### config.mk
export PLATFORM = sky130hd
export DESIGN_NAME = pin_irq_detect
export DESIGN_NICKNAME = d
export VERILOG_FILES = /design/src/rtl/pid_pkg.sv /design/src/rtl/pid_regs.sv /design/src/rtl/pid_detect.sv /design/src/rtl/pid_pending.sv /design/src/rtl/pin_irq_detect.sv
export SDC_FILE = /design/constraint.sdc
export NUM_CORES = 1
export LEC_CHECK = 0
export ABC_AREA = 1
export BUFFER_PORTS_ARGS = -buffer_cell sky130_fd_sc_hd__buf_4
export CORE_UTILIZATION = 30
export CTS_BUF_LIST = sky130_fd_sc_hd__clkbuf_8 sky130_fd_sc_hd__clkbuf_16
export CTS_CLUSTER_DIAMETER = 150
export DETAILED_ROUTE_END_ITERATION = 7
export GPL_ROUTABILITY_DRIVEN = 0
export HOLD_SLACK_MARGIN = 0.15
export PLACE_DENSITY = 0.44
export SYNTH_ARGS = -nofsm -noshare
export SYNTH_HDL_FRONTEND = slang
export SYNTH_HIERARCHICAL = 1
export SYNTH_SLANG_ARGS = --single-unit
### constraint.sdc
create_clock -name clk -period 3.6 [get_ports clk]
set_clock_uncertainty 0.1 [all_clocks]
set_input_delay 0.18 -clock clk [delete_from_list [all_inputs] [get_ports clk]]
set_output_delay 0.18 -clock clk [all_outputs]
set_load 0.02 [all_outputs]
### src/rtl/pid_pkg.sv
package pid_pkg;

  typedef enum logic [2:0] {
    SNS_RISE = 3'd0,
    SNS_FALL = 3'd1,
    SNS_HIGH = 3'd2,
    SNS_LOW  = 3'd3,
    SNS_BOTH = 3'd4
  } sense_e;

  localparam int ADR_GATE   = 'h14;
  localparam int ADR_EN_SET = 'h18;
  localparam int ADR_EN_CLR = 'h1C;
  localparam int ADR_RAW    = 'h20;
  localparam int ADR_MASKED = 'h24;
  localparam int ADR_ACK    = 'h28;
  localparam int ADR_SENSE0 = 'h40;

  // Detection rule: low three bits select the condition, bit 3 is ignored.
  function automatic logic sense_hit(logic [3:0] fld, logic cur, logic prv);
    logic res;
    case (fld[2:0])
      SNS_RISE: res = cur & ~prv;
      SNS_FALL: res = ~cur & prv;
      SNS_HIGH: res = cur;
      SNS_LOW:  res = ~cur;
      SNS_BOTH: res = cur ^ prv;
      default:  res = 1'b0;
    endcase
    return res;
  endfunction

  function automatic logic any_bit(logic [15:0] v);
    return |v;
  endfunction

endpackage

### src/rtl/pid_regs.sv
module pid_regs
  import pid_pkg::*;
#(
  parameter int NPINS   = 32,
  parameter int FIELD_W = 4,
  parameter int ADDR_W  = 8
) (
  input  logic                     clk,
  input  logic                     rst_n,
  input  logic                     wr_en,
  input  logic [ADDR_W-1:0]        addr,
  input  logic [NPINS-1:0]         wdata,
  input  logic [NPINS-1:0]         raw_in,
  input  logic [NPINS-1:0]         masked_in,
  output logic [NPINS-1:0]         rdata,
  output logic [NPINS-1:0]         gate_q,
  output logic [NPINS-1:0]         en_q,
  output logic [NPINS-1:0]         ack_mask,
  output logic [NPINS*FIELD_W-1:0] sense_flat
);
  localparam int PER_REG = NPINS / FIELD_W;
  localparam int NSENSE  = NPINS / PER_REG;

  logic                 win_hi;
  logic                 hit_gate, hit_set, hit_clr, hit_ack;
  logic [NPINS-1:0]     set_mask, clr_mask;
  logic [NPINS-1:0]     sense_q [NSENSE];

  assign win_hi   = addr >= ADDR_W'(ADR_SENSE0);
  assign hit_gate = !win_hi && addr == ADDR_W'(ADR_GATE);
  assign hit_set  = !win_hi && addr == ADDR_W'(ADR_EN_SET);
  assign hit_clr  = !win_hi && addr == ADDR_W'(ADR_EN_CLR);
  assign hit_ack  = !win_hi && addr == ADDR_W'(ADR_ACK);

  assign set_mask = (wr_en && hit_set) ? wdata : '0;
  assign clr_mask = (wr_en && hit_clr) ? wdata : '0;
  assign ack_mask = (wr_en && hit_ack) ? wdata : '0;

  always_ff @(posedge clk or negedge rst_n) begin
    if (!rst_n) begin
      gate_q <= '0;
      en_q   <= '0;
    end else begin
      if (wr_en && hit_gate) gate_q <= wdata;
      en_q <= (en_q | set_mask) & ~clr_mask;
    end
  end

  for (genvar i = 0; i < NSENSE; i++) begin : g_sense
    logic sel;
    assign sel = win_hi && addr == ADDR_W'(ADR_SENSE0 + 4 * i);
    always_ff @(posedge clk or negedge rst_n) begin
      if (!rst_n) sense_q[i] <= '0;
      else if (wr_en && sel) sense_q[i] <= wdata;
    end
    assign sense_flat[i*NPINS +: NPINS] = sense_q[i];
  end

  always_comb begin
    rdata = '0;
    if (win_hi) begin
      for (int i = 0; i < NSENSE; i++)
        if (addr == ADDR_W'(ADR_SENSE0 + 4 * i)) rdata = sense_q[i];
    end else begin
      if (hit_gate)                    rdata = gate_q;
      if (hit_set || hit_clr)          rdata = en_q;
      if (addr == ADDR_W'(ADR_RAW))    rdata = raw_in;
      if (addr == ADDR_W'(ADR_MASKED)) rdata = masked_in;
    end
  end

  // bits written to the set register are enabled on the next cycle
  assert_enable_set_R9: assert property (@(posedge clk) disable iff (!rst_n)
    (wr_en && hit_set) |=> ((en_q & $past(wdata)) == $past(wdata)));

  // bits written to the clear register are disabled on the next cycle
  assert_enable_clr_R9: assert property (@(posedge clk) disable iff (!rst_n)
    (wr_en && hit_clr) |=> ((en_q & $past(wdata)) == '0));

endmodule

### src/rtl/pid_detect.sv
module pid_detect
  import pid_pkg::*;
#(
  parameter int NPINS   = 32,
  parameter int FIELD_W = 4
) (
  input  logic                     clk,
  input  logic                     rst_n,
  input  logic [NPINS-1:0]         pins,
  input  logic [NPINS*FIELD_W-1:0] sense_flat,
  output logic [NPINS-1:0]         hit
);
  logic [NPINS-1:0] prev_q;

  always_ff @(posedge clk or negedge rst_n) begin
    if (!rst_n) prev_q <= '0;
    else        prev_q <= pins;
  end

  for (genvar g = 0; g < NPINS; g++) begin : g_pin
    logic [FIELD_W-1:0] fld;
    assign fld    = sense_flat[g*FIELD_W +: FIELD_W];
    assign hit[g] = sense_hit(fld[3:0], pins[g], prev_q[g]);

    // reserved codes produce no detection event
    assert_reserved_quiet_R7: assert property (@(posedge clk) disable iff (!rst_n)
      (fld[2:0] > 3'd4) |-> !hit[g]);
  end

endmodule

### src/rtl/pid_pending.sv
module pid_pending
  import pid_pkg::*;
#(
  parameter int NPINS = 32
) (
  input  logic             clk,
  input  logic             rst_n,
  input  logic [NPINS-1:0] hit,
  input  logic [NPINS-1:0] gate,
  input  logic [NPINS-1:0] enable,
  input  logic [NPINS-1:0] ack,
  output logic [NPINS-1:0] pend_q,
  output logic [NPINS-1:0] masked,
  output logic             irq_lo,
  output logic             irq_hi
);
  localparam int HALF = NPINS / 2;

  logic [NPINS-1:0] set_ev;

  assign set_ev = hit & gate;

  always_ff @(posedge clk or negedge rst_n) begin
    if (!rst_n) pend_q <= '0;
    else        pend_q <= (pend_q & ~ack) | set_ev;
  end

  assign masked = pend_q & enable;
  assign irq_lo = any_bit(masked[HALF-1:0]);
  assign irq_hi = any_bit(masked[NPINS-1:HALF]);

  // a pending bit never rises while its gate was closed
  assert_gate_block_R8: assert property (@(posedge clk) disable iff (!rst_n)
    1'b1 |=> ((pend_q & ~$past(pend_q) & ~$past(gate)) == '0));

  // acknowledged bits with no fresh event are clear next cycle
  assert_ack_clears_R10: assert property (@(posedge clk) disable iff (!rst_n)
    (ack != '0) |=> ((pend_q & $past(ack & ~set_ev)) == '0));

endmodule

### src/rtl/pin_irq_detect.sv
module pin_irq_detect
  import pid_pkg::*;
#(
  parameter int NPINS   = 32,
  parameter int FIELD_W = 4,
  parameter int ADDR_W  = 8
) (
  input  logic              clk,
  input  logic              rst_n,
  input  logic [NPINS-1:0]  pin_in,
  input  logic              bus_we,
  input  logic [ADDR_W-1:0] bus_addr,
  input  logic [NPINS-1:0]  bus_wdata,
  output logic [NPINS-1:0]  bus_rdata,
  output logic              irq_lo,
  output logic              irq_hi
);
  localparam int HALF = NPINS / 2;

  logic [NPINS-1:0]         gate_w, en_w, ack_w, hit_w, pend_w, masked_w;
  logic [NPINS*FIELD_W-1:0] sense_w;

  pid_regs #(.NPINS(NPINS), .FIELD_W(FIELD_W), .ADDR_W(ADDR_W)) u_regs (
    .clk(clk), .rst_n(rst_n), .wr_en(bus_we), .addr(bus_addr),
    .wdata(bus_wdata), .raw_in(pend_w), .masked_in(masked_w),
    .rdata(bus_rdata), .gate_q(gate_w), .en_q(en_w), .ack_mask(ack_w),
    .sense_flat(sense_w)
  );

  pid_detect #(.NPINS(NPINS), .FIELD_W(FIELD_W)) u_detect (
    .clk(clk), .rst_n(rst_n), .pins(pin_in), .sense_flat(sense_w), .hit(hit_w)
  );

  pid_pending #(.NPINS(NPINS)) u_pending (
    .clk(clk), .rst_n(rst_n), .hit(hit_w), .gate(gate_w), .enable(en_w),
    .ack(ack_w), .pend_q(pend_w), .masked(masked_w),
    .irq_lo(irq_lo), .irq_hi(irq_hi)
  );

  // each request line implies an enabled pending pin in its half
  assert_irq_lo_src_R12: assert property (@(posedge clk) disable iff (!rst_n)
    irq_lo |-> ((pend_w[HALF-1:0] & en_w[HALF-1:0]) != '0));
  assert_irq_hi_src_R12: assert property (@(posedge clk) disable iff (!rst_n)
    irq_hi |-> ((pend_w[NPINS-1:HALF] & en_w[NPINS-1:HALF]) != '0));

endmodule

==> metrics.cfg <==
[drt]
drc = 0
first_pass_iters = 8
totalWireLength_um = 49900
antenna_left = 0
wl_per_cell_um = 16.3
vias = 14104
drt_iter0_markers = 1147
viasPerCell = 4.60

[worst_setup_path]
worstPathRequired_ns = 3.32
worstRegToRegCells = 9
cp-end-kind = output port
cp_common_cell = buf_4
criticalPathCategory = primary input to output port
critPathTopFamily = simple AND/OR/NAND/NOR gates
rrSetupSlack_ns = 2.11
cpPeakStageDelay_ns = 0.63
cp_max_fo = 20
startpoint_type = primary input
crit_chain = buf_4, inv_1, nand2_2, nor2_4, buf_4, nand3_1, nand3_1, nor2_1, nand2_1, buf_4
critPathLaunch = bus_addr[0]
cp.depth = 10
cp_num_buf_inv = 4
worst_ep_arrival_time_ns = 2.08
crit_slowest_cell = nor2_4
crit_end = bus_rdata[3]
r2r-end = u_pending/pend_q[16]$_DFF_PN0_
worstReg2RegStart = u_detect/prev_q[16]$_DFF_PN0_

[grt]
top_usage_layer = met2
grt_pass1_wl_um = 77900
grt_usage_pct = 20.0
gr-usage-met2_pct = 31.9
grt_max_degree = 99
grt_pass1_vias = 13494
grt_antenna_before_repair = 1
grt_use_met3_pct = 3.12
met1_usage_pct = 27.7
gr-total-overflow = 0

[clock_network]
clk_latency_ns = 0.54
cts_buffers = 34
htreeDepth = 2
cts_tree = done
cts_hold_buf = 66
cts-resized-gates = 0
clkSinkCount = 256
root_buffer = clkbuf_16
postCtsSetupBuffers = 0
clk_pin_slew_ns = 0.06
cts_buffer_depth = 3

[worst_hold_path]
min_path_type = primary input to asynchronous set/reset pin

[logic_synthesis]
synth_cell_types = 21
yosysSeqAreaShare_pct = 42.2
synth_area_mm2 = 0.0152
ys_warn_count = 6
syn_avg_cell_area_um2 = 6.86
syn_inst = 2210
syn-num-nets = 2349
ys_ff_latch = 256

[placement]
dp_slack_ns = 1.24
dp_hpwl_um = 33600
port_buffers = 108

[sta]
clock.fmax_mhz = 424
rsz0062_at_grt = no
finalSetupTns_ns = 0
final_hold_viol_count = 0
setup_ws_ns = 1.24
period_minus_slack_ns = 2.36
tightest_slew_ns = 0.742
fin_crit_sh_pct = 65.6
relSlewSlack_pct = 50.4
setup_viol = 0
drv_slew = 0

[floorplan]
die_width_um = 227
num_rows = 82
core_area_mm2 = 0.0501
pin_count = 109
dieArea_mm2 = 0.0515
fp.dieH_um = 227
initial_core_util_pct = 30.3

[power]
p_leak_nw = 10.3
power_density_mw_per_mm2 = 405
switching_share_pct = 27.2
p_switching_mw = 2.05
combPwrFrac_pct = 11.5
cellInternalPower_mw = 5.49
clockPowerShare_pct = 46.1
sequentialPowerShare_pct = 42.4
peakVddDrop_v = 0.000250
fin_total_pwr_mw = 7.54

[run_status]
outcome = finished, final reports clean

[final_layout]
fillerInstances = 5274
drive_above_1_share_pct = 9.16
final_common_cell = nand2_1
final_cell_mix = nand2_1 (510), inv_1 (436), nand3_1 (354)
area_delta_synth_final_pct = 22.7
fin_nets = 2507

[job]
drv_cap = 0

## routing by layer
layer,part of all wire [%],vias up
met5,0,-
met4,1.8,0
met3,5.4,57
met2,45,306
met1,48,6621
li1,-,7120
## how the worst min path moves through the flow
stage	end	startpoint	cells after the start	slack [ns]
6_report	u_detect/prev_q[1]$_DFF_PN0_	rst_n	3	0.20
5_1_grt	u_detect/prev_q[8]$_DFF_PN0_	pin_in[8]	2	0.21
3_5_place_dp	u_regs/sense_flat[34]$_DFFE_PN0P_	rst_n	1	0.09
2_1_floorplan	u_detect/prev_q[0]$_DFF_PN0_	rst_n	0	-0.22
3_3_place_gp	u_regs/sense_flat[2]$_DFFE_PN0P_	rst_n	1	0.09
4_1_cts	u_detect/prev_q[0]$_DFF_PN0_	pin_in[0]	2	0.18
## cell families after synthesis
logic type / count (synthesis) / share of synthesized area (%)
simple gates: 1142 / 31.6
buf+inv: 524 / 13.5
flops: 256 / 42.2
compound gates: 224 / 7.39
fa+ha+maj: 64 / 5.28
## synthesized netlist by cell type (all sizes together)
cell    instances  share of area (%)
o21ai         192                6.3
a21oi          32                1.1
buf            41                1.6
ha             64                5.3
nand4           2              0.082
nor3            2               0.14
nor2          269                6.8
clkbuf         45                1.1
nand3         357                 12
nand2         512                 13
inv           438                 11
dfrtp         256                 42
## area by class of cell
type / count / area, um^2 / area share (%)
Clock buffer: 47 / 1060 / 5.71
Timing Repair Buffer: 208 / 1830 / 9.81
Tap cell: 672 / 841 / 4.52
Multi-Input combinational cell: 1430 / 6750 / 36.3
Inverter: 438 / 1640 / 8.83
Clock inverter: 12 / 80.1 / 0.430
Antenna cell: 1 / 2.50 / 0.0134
Sequential cell: 256 / 6410 / 34.4
## per-stage QoR
step	instance area [um^2]	hold slack, ns	utilization (%)	cells
2_1_floorplan	15200	-0.216	-	2210
3_3_place_gp	16800	0.0917	33.5	2938
3_5_place_dp	16800	0.0930	33.5	2938
4_1_cts	18600	0.181	37.2	3063
5_1_grt	18600	0.210	37.2	3063
6_report	18600	0.196	37.2	3064
## worst reg2reg max path: stages (launching register included)
cell	delay [ns]
dfrtp_1	0.38
ha_1	0.18
inv_1	0.05
nand2_1	0.04
nand3_1	0.07
nand2_1	0.05
nand2_1	0.05
nand2_1	0.21
nand2_1	0.14
o21ai_0	0.09
## registers in the layout, summed over array words and instances, names as in the netlist
name	count
u_regs/sense_flat	128
u_regs/en_q	32
u_detect/prev_q	32
u_regs/gate_q	32
u_pending/pend_q	32
## power by group through the flow
stage / sequential (mW) / combinational (mW) / clock, mW
floorplan: 3.20 / 0.453 / 0
global placement: 3.24 / 0.800 / 0
detailed placement: 3.25 / 0.814 / 0
CTS: 3.20 / 0.880 / 3.60
global route: 3.22 / 0.999 / 3.71
finish: 3.19 / 0.866 / 3.48
Note: power is estimated with default switching activity, not from simulation.
